**config.mk**
```make
export PLATFORM = sky130hd
export DESIGN_NAME = cfg_logic_cell
export DESIGN_NICKNAME = d
export VERILOG_FILES = /design/src/rtl/lc_pkg.sv /design/src/rtl/lc_lut.sv /design/src/rtl/lc_cfg_chain.sv /design/src/rtl/lc_reg_slot.sv /design/src/rtl/cfg_logic_cell.sv
export SDC_FILE = /design/constraint.sdc
export NUM_CORES = 1
export LEC_CHECK = 0
export BUFFER_PORTS_ARGS = -buffer_cell sky130_fd_sc_hd__buf_2
export CAP_MARGIN = 30
export CORE_UTILIZATION = 40
export CTS_CLUSTER_DIAMETER = 50
export DETAILED_ROUTE_END_ITERATION = 8
export GPL_ROUTABILITY_DRIVEN = 0
export GPL_TIMING_DRIVEN = 0
export HOLD_SLACK_MARGIN = 0.05
export PLACE_DENSITY_LB_ADDON = 0.05
export SLEW_MARGIN = 10
export SYNTH_ARGS = -nofsm -noshare
export SYNTH_HDL_FRONTEND = slang
export SYNTH_SLANG_ARGS = --single-unit
```
**constraint.sdc**
```tcl
create_clock -name clk -period 3.6 [get_ports clk]
set_clock_uncertainty 0.1 [all_clocks]
set_input_delay 0.72 -clock clk [delete_from_list [all_inputs] [get_ports clk]]
set_output_delay 0.72 -clock clk [all_outputs]
set_load 0.005 [all_outputs]
```
**src/rtl/lc_pkg.sv**
```systemverilog
`timescale 1ns/1ps
package lc_pkg;
   localparam int H_ADDR_W = 3;
   localparam int SRC_W    = 2;

   typedef enum logic [SRC_W-1:0] {
      SRC_F   = 2'd0,
      SRC_G   = 2'd1,
      SRC_H   = 2'd2,
      SRC_DIN = 2'd3
   } ff_src_e;
endpackage

```
**src/rtl/lc_lut.sv**
```systemverilog
`timescale 1ns/1ps
module lc_lut #(
   parameter int K = 4,
   localparam int DEPTH = 1 << K
) (
   input  logic [DEPTH-1:0] tab,
   input  logic [K-1:0]     addr,
   output logic             y
);
   assign y = tab[addr];
endmodule

```
**src/rtl/lc_cfg_chain.sv**
```systemverilog
`timescale 1ns/1ps
module lc_cfg_chain #(
   parameter int W = 48
) (
   input  logic         clk,
   input  logic         shift_en,
   input  logic         si,
   output logic [W-1:0] bits,
   output logic         so
);
   logic [W-1:0] store;

   always_ff @(posedge clk) begin
      if (shift_en) store <= {store[W-2:0], si};
   end

   assign bits = store;
   assign so   = store[W-1];
endmodule

```
**src/rtl/lc_reg_slot.sv**
```systemverilog
`timescale 1ns/1ps
module lc_reg_slot
   import lc_pkg::*;
(
   input  logic             clk,
   input  logic             rst,
   input  logic             ce,
   input  logic             hold,
   input  logic [SRC_W-1:0] src,
   input  logic             f_v,
   input  logic             g_v,
   input  logic             h_v,
   input  logic             d_v,
   output logic             q
);
   logic nxt;

   always_comb begin
      case (ff_src_e'(src))
         SRC_F:   nxt = f_v;
         SRC_G:   nxt = g_v;
         SRC_H:   nxt = h_v;
         default: nxt = d_v;
      endcase
   end

   always_ff @(posedge clk) begin
      if (rst)               q <= 1'b0;
      else if (ce && !hold)  q <= nxt;
   end
endmodule

```
**src/rtl/cfg_logic_cell.sv**
```systemverilog
`timescale 1ns/1ps
module cfg_logic_cell
   import lc_pkg::*;
#(
   parameter int K_FG = 4,
   parameter int K_H  = 3,
   parameter int N_REG = 2
) (
   input  logic          clk,
   input  logic          rst,
   input  logic          ce,
   input  logic          cfg_en,
   input  logic          cfg_si,
   output logic          cfg_so,
   input  logic [K_FG-1:0] f_in,
   input  logic [K_FG-1:0] g_in,
   input  logic          h1_in,
   input  logic          din,
   input  logic          alt_in,
   output logic          x_o,
   output logic          y_o,
   output logic          qx_o,
   output logic          qy_o
);
   localparam int TAB_FG   = 1 << K_FG;
   localparam int TAB_H    = 1 << K_H;
   localparam int OFF_YSEL = 0;
   localparam int OFF_XSEL = 1;
   localparam int OFF_SRC  = 2;
   localparam int OFF_HB   = OFF_SRC + N_REG*SRC_W;
   localparam int OFF_HA   = OFF_HB + 1;
   localparam int OFF_H    = OFF_HA + 1;
   localparam int OFF_G    = OFF_H + TAB_H;
   localparam int OFF_F    = OFF_G + TAB_FG;
   localparam int CFG_W    = OFF_F + TAB_FG;

   generate
      if (K_H != H_ADDR_W) begin : g_bad_h
         $error("H table must have exactly three address bits");
      end
      if (K_FG < 1 || K_FG > 6) begin : g_bad_fg
         $error("F/G table address width out of range");
      end
      if (N_REG != 2) begin : g_bad_reg
         $error("cell carries exactly two registers");
      end
   endgenerate

   logic [CFG_W-1:0] cfg_bits;
   logic f_v, g_v, h_v, ha, hb;
   logic [N_REG-1:0] slot_q;

   lc_cfg_chain #(.W(CFG_W)) u_chain (
      .clk(clk), .shift_en(cfg_en), .si(cfg_si), .bits(cfg_bits), .so(cfg_so)
   );

   lc_lut #(.K(K_FG)) u_f (.tab(cfg_bits[OFF_F +: TAB_FG]), .addr(f_in), .y(f_v));
   lc_lut #(.K(K_FG)) u_g (.tab(cfg_bits[OFF_G +: TAB_FG]), .addr(g_in), .y(g_v));

   assign ha = cfg_bits[OFF_HA] ? f_v : din;
   assign hb = cfg_bits[OFF_HB] ? g_v : alt_in;

   lc_lut #(.K(K_H)) u_h (.tab(cfg_bits[OFF_H +: TAB_H]), .addr({h1_in, hb, ha}), .y(h_v));

   assign x_o = cfg_bits[OFF_XSEL] ? h_v : f_v;
   assign y_o = cfg_bits[OFF_YSEL] ? h_v : g_v;

   // slot 0 drives qy_o (source bits [3:2]), slot 1 drives qx_o (bits [5:4])
   for (genvar i = 0; i < N_REG; i++) begin : g_slot
      lc_reg_slot u_slot (
         .clk(clk), .rst(rst), .ce(ce), .hold(cfg_en),
         .src(cfg_bits[OFF_SRC + i*SRC_W +: SRC_W]),
         .f_v(f_v), .g_v(g_v), .h_v(h_v), .d_v(din),
         .q(slot_q[i])
      );
   end

   assign qy_o = slot_q[0];
   assign qx_o = slot_q[1];
endmodule

```
==> results of run 1 <==
## final timing paths
check,startpoint,to,slack (ns)
worst max-delay path,f_in[0],x_o,0.004
worst max register to register,u_chain.bits[38],g_slot[1].u_slot.q,1.09
worst min-delay path,u_chain.bits[20],u_chain.bits[21],0.35
worst min register to register,u_chain.bits[20],u_chain.bits[21],0.35
## cell usage after synthesis
cell,number,area [um2]
mux4_1,1,26.28
nor2_1,12,45.04
a311oi_1,2,17.52
mux4_2,3,67.56
a21oi_1,1,5.000
mux2i_1,12,120.1
a221oi_4,1,26.28
a2bb2oi_1,1,8.760
nor3_1,1,5.000
a211o_1,2,17.52
buf_6,1,11.26
a32o_2,1,11.26
o21ai_2,1,8.760
and2_1,1,6.260
dfxtp_1,2,40.04
edfxtp_1,48,1441
buf_4,1,7.510
a21o_1,1,7.510
mux2_1,1,11.26
a41o_1,2,20.02
inv_1,4,15.01
nand2_1,2,7.510
a211oi_4,1,20.02
mux2_4,4,60.06
mux2_2,1,11.26
nand3_1,3,15.01
a22oi_1,1,7.510
nor2b_1,3,18.77
and3_4,1,11.26
## layout make-up
class	count	area [um2]	area share
Clock inverter	3	40.04	0.01644
Buffer	2	18.77	0.007704
Tap cell	67	83.83	0.03441
Inverter	4	15.01	0.006163
Timing Repair Buffer	23	160.2	0.06574
Clock buffer	5	68.82	0.02825
Multi-Input combinational cell	59	568.0	0.2332
Sequential cell	50	1481	0.6081
## per-stage QoR
step	power, W	hold WS (ns)	setup TNS [ns]	worst slack [ns]	utilization
finish	0.001209	0.3498	0	0.003806	0.5025
global route	0.001261	0.3552	-0.07239	-0.07239	0.5025
CTS	0.001221	0.3512	0	0.01317	0.4955
detailed placement	0.0008237	0.3294	-0.2507	-0.1726	0.4671
global placement	0.0008194	0.3232	-0.2648	-0.1770	0.4630
floorplan	0.0007755	0.3172	0	0.1592	-
## logic make-up (layout without fill, tap and decap cells)
kind of cell | count (synthesis) | count (layout)
muxes | 22 | 22
AOI/OAI and AO/OA | 14 | 14
buffers and inverters | 6 | 37
DFF | 50 | 50
and+or+nand+nor | 23 | 23
## power by group through the flow
stage / sequential (W) / clock [W] / combinational (W)
CTS: 0.000694 / 0.000402 / 0.000125
global route: 0.000699 / 0.000419 / 0.000143
finish: 0.000694 / 0.000386 / 0.000129
floorplan: 0.000701 / 0 / 0.0000748
global placement: 0.000707 / 0 / 0.000113
detailed placement: 0.000707 / 0 / 0.000117
## what timing repair did
item	CTS	global route
endpoints found under the hold margin	0	0
pin swaps	4	6
buffers inserted	3	1
gates resized for setup	2	6
endpoints found under the setup margin	2	2
cloned	0	0
## worst register-to-register path: stages, from the launching register on
cell	delay, ns
edfxtp_1	0.39
mux2_4	0.27
a32o_2	0.28
a211oi_4	0.28
a221oi_4	0.13
mux2_4	0.31
a2bb2oi_1	0.14
and3_4	0.16
buf_4	0.13
a41o_1	0.21
## routing by layer
metal  vias up  share of wire  track usage
li1        512              -            -
met1       513           0.50       0.1947
met2        23           0.44       0.1869
met3         7          0.040      0.04201
met4         0          0.020      0.06410
met5         -              0            0
## flip-flops by register name, summed over array words and instances, names as in the netlist
name,count
g_slot.u_slot.q,2
u_chain.bits,48
==> flow_metrics.tcl, run 1 <==
set metrics [dict create \
    ys_ff_latch 50 \
    rsz0062_at_grt "yes" \
    cts-root-buf "clkbuf_8" \
    holdPathStages 0 \
    hp-class "reg2reg" \
    die_x_um 73.95 \
    crit_path_frequent_cell "mux2_4" \
    dr.first_iter.drc_count 86 \
    start_util 0.4271 \
    post-route-drc-count 0 \
    p_comb_frac 0.107 \
    crit_required_ns 2.78 \
    critPathMaxStageDelay_ns 0.31 \
    post_drt_wl_per_cell_um 14.80 \
    p_seq_frac 0.574 \
    worst_r2r_path_depth 9 \
    fin_cells 213 \
    vias 1055 \
    nets 161 \
    clock-sinks 50 \
    p_clk_frac 0.319 \
    critical_path_peak_fanout 5 \
    p_sw_w 0.0002580 \
    endpoint_kind "primary output" \
    fillers 424 \
    h-tree-depth 2 \
    rows 25 \
    crit_type "in2out" \
    area_delta_synth_final_pct 17.64 \
    vdd_drop_max_mv 0.2833 \
    viasPerCell 4.953 \
    cts_tree "done" \
    crit_path_cell_trace "buf_8 > mux2_4 > a32o_2 > a211oi_4 > a221oi_4 > mux2_4 > a2bb2oi_1 > and3_4 > mux2_4 > buf_6" \
    cts-buffers-inserted 5 \
    design_area_um2 2436 \
    grt_use_total 0.1352 \
    final_common_cell "edfxtp_1" \
    netlist_instances 115 \
    slew_viol_final 0 \
    swShare 0.2133 \
    clk_pin_slew_ns 0.09 \
    setup_viol 0 \
    synth_top_family_by_area "multiplexers" \
    final_cell_mix "edfxtp_1 (48), buf_2 (16), nor2_1 (12), mux2i_1 (12)" \
    ys_seq_area_frac 0.7154 \
    fin_crit_sh 0.9989 \
    grt_pass1_wl_um 5250 \
    ys.warnings.count 0 \
    cp_top_family "multiplexers" \
    first_pass_iters 4 \
    fmax_ghz 0.2781 \
    die_h_um 73.95 \
    pin_count 21 \
    overflow 0 \
    wirelength_um 3152 \
    crit_buf_inv 2 \
    fin_crit_ns 3.596 \
    synthesis.area_um2 2071 \
    cpMaxStageDelayCell "mux2_4" \
    clk_path_buf_depth 2 \
    hold_viol 0 \
    synth_xor_xnor_area_share 0 \
    dp_cells 201 \
    placed_area_um2 2265 \
    drive_above_1_share 0.3356 \
    numPortBuffers 18 \
    dieArea_um2 5469 \
    worst-slew-pin-transition_ns 0.5053 \
    critPathArrivalTime_ns 2.78 \
    synth_simple_gate_area_frac 0.05257 \
    p_leak_nw 0.9403 \
    synth_cell_types 29 \
    grt_pass1_vias 1062 \
    clk-insertion-delay-late_ns 0.30 \
    hpwl_um 2135 \
    path_depth 10 \
    hold_buffers 0 \
    power.internal_w 0.0009514 \
    grt_max_degree 29 \
    outcome "completed" \
    synth_compound_area_frac 0.07251 \
    ant_nets 0 \
    slew_headroom 0.6631 \
    core_area_um2 4848 \
    syn-mean-instance-area_um2 18.01 \
    n_antenna_cell 0 \
    muxShareOfSynthArea 0.1432 \
    critPathLaunchType "primary input" \
    syn_nets 131 \
    power_density_nw_per_um2 496.5 \
    antenna_found_initial 0 \
    synth_fa_ha_area_frac 0 \
    max-cap-violations 0 \
]
No activity file was read; power rests on OpenSTA's default activity.
==> inputs of run 2 (changes only) <==
--- a/config.mk
+++ b/config.mk
@@ -14,6 +14,7 @@
 export GPL_TIMING_DRIVEN = 0
 export HOLD_SLACK_MARGIN = 0.05
 export PLACE_DENSITY_LB_ADDON = 0.05
+export REMOVE_ABC_BUFFERS = 1
 export SLEW_MARGIN = 10
 export SYNTH_ARGS = -nofsm -noshare
 export SYNTH_HDL_FRONTEND = slang
==> run 2 against run 1 <==
Compared with the run above: the flow now finishes with violations (setup timing); critical path type unchanged; first-iteration DRC count is 71% lower; hold slack worse by 0.0024 ns; clock power is 17% lower; combinational power is 3% higher; worst setup slack worse by 0.0052 ns; wire length is 1.1% higher; global-route usage hardly changed; via count is 0.38% lower; flip-flop and latch count stayed put; power is 5.3% lower; cell count is 0.47% higher; count of clock-buffer cells in the layout stayed put.
==> flow_metrics.tcl, run 2 (synthesis results as in run 1) <==
set metrics [dict create \
    outcome "finished, violations left" \
    violations "setup timing" \
    crit_path_cell_trace "buf_2 > mux2i_1 > mux4_2 > mux2_4 > a21oi_4 > nand2_1 > a2bb2oi_2 > and3_4 > mux2_4 > buf_6" \
    critPathLaunchType "primary input" \
    endpoint_kind "primary output" \
    post-route-util 0.5022 \
    worst_r2r_path_depth 9 \
    clk_pin_slew_ns 0.09 \
    wirelength_um 3188 \
    fin_crit_sh 1.000 \
    h-tree-depth 2 \
    cpMaxStageDelayCell "mux4_2" \
    drive_above_1_share 0.3401 \
    post-route-drc-count 0 \
    power.internal_w 0.0008826 \
    largest_register_ffs 48 \
    critPathMaxStageDelay_ns 0.47 \
    hp-class "reg2reg" \
    rsz0062_at_grt "yes" \
    worst-slew-pin-transition_ns 0.3586 \
    p_sw_w 0.0002633 \
    numPortBuffers 20 \
    clk-insertion-delay-late_ns 0.30 \
    pin_count 21 \
    cts-root-buf "clkbuf_8" \
    slew_headroom 0.7609 \
    critical_path_peak_fanout 6 \
    cts-buffers-inserted 5 \
    dp_cells 201 \
    post_drt_wl_per_cell_um 14.90 \
    hold_buffers 0 \
    max-cap-violations 0 \
    dr.first_iter.drc_count 25 \
    fin_crit_ns 3.601 \
    placed_area_um2 2256 \
    power_density_nw_per_um2 470.6 \
    regToRegStartpoint "u_chain.bits[39]" \
    final_cell_mix "edfxtp_1 (48), buf_2 (17), nor2_1 (12), mux2i_1 (12)" \
    holdWs_ns 0.3474 \
    final_common_cell "edfxtp_1" \
    fin_cells 214 \
    viasPerCell 4.911 \
    clock-sinks 50 \
    fillers 424 \
    first_pass_iters 3 \
    hold_viol 0 \
    die_x_um 73.95 \
    grt_pass1_wl_um 5209 \
    critPathArrivalTime_ns 2.78 \
    design_area_um2 2435 \
    swShare 0.2298 \
    p_leak_nw 0.9313 \
    r2r_setup_slack_ns 1.08 \
    critPathCapture "x_o" \
    critPathLaunch "g_in[2]" \
    grt_use_total 0.1348 \
    area_delta_synth_final_pct 17.58 \
    p_clk_frac 0.278 \
    hpwl_um 2142 \
    p_comb_frac 0.116 \
    finalWorstSetupSlack_ns -0.001390 \
    clk_path_buf_depth 2 \
    p_seq_frac 0.605 \
    cts_tree "done" \
    rows 25 \
    crit_required_ns 2.78 \
    reg2reg_to "g_slot[1].u_slot.q" \
    grt_max_degree 37 \
    setup_viol 1 \
    start_util 0.4271 \
    core_area_um2 4848 \
    crit_type "in2out" \
    vdd_drop_max_mv 0.2437 \
    dieArea_um2 5469 \
    vias 1051 \
    slew_viol_final 0 \
    nets 162 \
    antenna_found_initial 0 \
    crit_path_frequent_cell "mux2_4" \
    overflow 0 \
    die_h_um 73.95 \
    grt_pass1_vias 1032 \
    n_antenna_cell 0 \
    ant_nets 0 \
    tns_ns -0.001390 \
    fmax_ghz 0.2777 \
]
-- run 2: changes by cell type in the layout (fill, tap and decap cells not counted), sizes merged --
cell and delta:
buf +1, bufinv -1, clkinvlp +1
-- run 2: repair_timing --
| action | CTS | global route |
|---|---|---|
| buffers inserted | 3 | 2 |
| pin swaps | 4 | 5 |
| setup endpoints to repair | 2 | 2 |
| endpoints found under the hold margin | 0 | 0 |
| gates resized for setup | 4 | 9 |
-- run 2: power groups by stage --
stage	Clock (W)	Sequential (W)	Combinational, W
2_1_floorplan	0	0.000701	0.0000708
3_3_place_gp	0	0.000707	0.000112
3_5_place_dp	0	0.000707	0.000115
4_1_cts	0.000324	0.000695	0.000125
5_1_grt	0.000351	0.000699	0.000148
6_report	0.000319	0.000694	0.000133
-- run 2: critical path, delay by kind of cell --
family	cells	cell delay [ns]
muxes	4	1.17
and+or+nand+nor	2	0.25
AOI/OAI and AO/OA	2	0.35
buffers and inverters	2	0.27
-- run 2: routing by layer --
| layer | GRT usage | wire length [um] | share of wire | vias to the layer above |
|---|---|---|---|---|
| met3 | 0.05014 | 150 | 0.047 | 5 |
| met2 | 0.1859 | 1423 | 0.45 | 16 |
| met4 | 0.05128 | 45 | 0.014 | 0 |
| met1 | 0.1944 | 1568 | 0.49 | 513 |
| li1 | - | - | - | 517 |
| met5 | 0 | 0 | 0 | - |
-- run 2: worst min path at each step --
stage	start	endpoint	slack, ns	cells past startpoint
CTS	u_chain.bits[43]	u_chain.bits[44]	0.35	0
finish	u_chain.bits[43]	u_chain.bits[44]	0.35	0
global placement	u_chain.bits[43]	u_chain.bits[44]	0.32	0
floorplan	u_chain.bits[43]	u_chain.bits[44]	0.32	0
detailed placement	u_chain.bits[43]	u_chain.bits[44]	0.33	0
global route	u_chain.bits[26]	u_chain.bits[27]	0.36	0
-- run 2: through the flow --
step           worst slack, ns  total power (W)
4_1_cts               0.008185         0.001144
3_3_place_gp           -0.1756        0.0008185
3_5_place_dp           -0.1733        0.0008223
5_1_grt               -0.09037         0.001198
2_1_floorplan           0.2358        0.0007715
6_report             -0.001390         0.001146
-- run 2: layout make-up --
| class | count | area (um2) | share of cell area |
|---|---|---|---|
| Sequential cell | 50 | 1481 | 0.6084 |
| Inverter | 4 | 15.01 | 0.006166 |
| Multi-Input combinational cell | 59 | 581.8 | 0.2390 |
| Clock inverter | 3 | 16.27 | 0.006680 |
| Timing Repair Buffer | 26 | 187.7 | 0.07708 |
| Tap cell | 67 | 83.83 | 0.03443 |
| Clock buffer | 5 | 68.82 | 0.02826 |
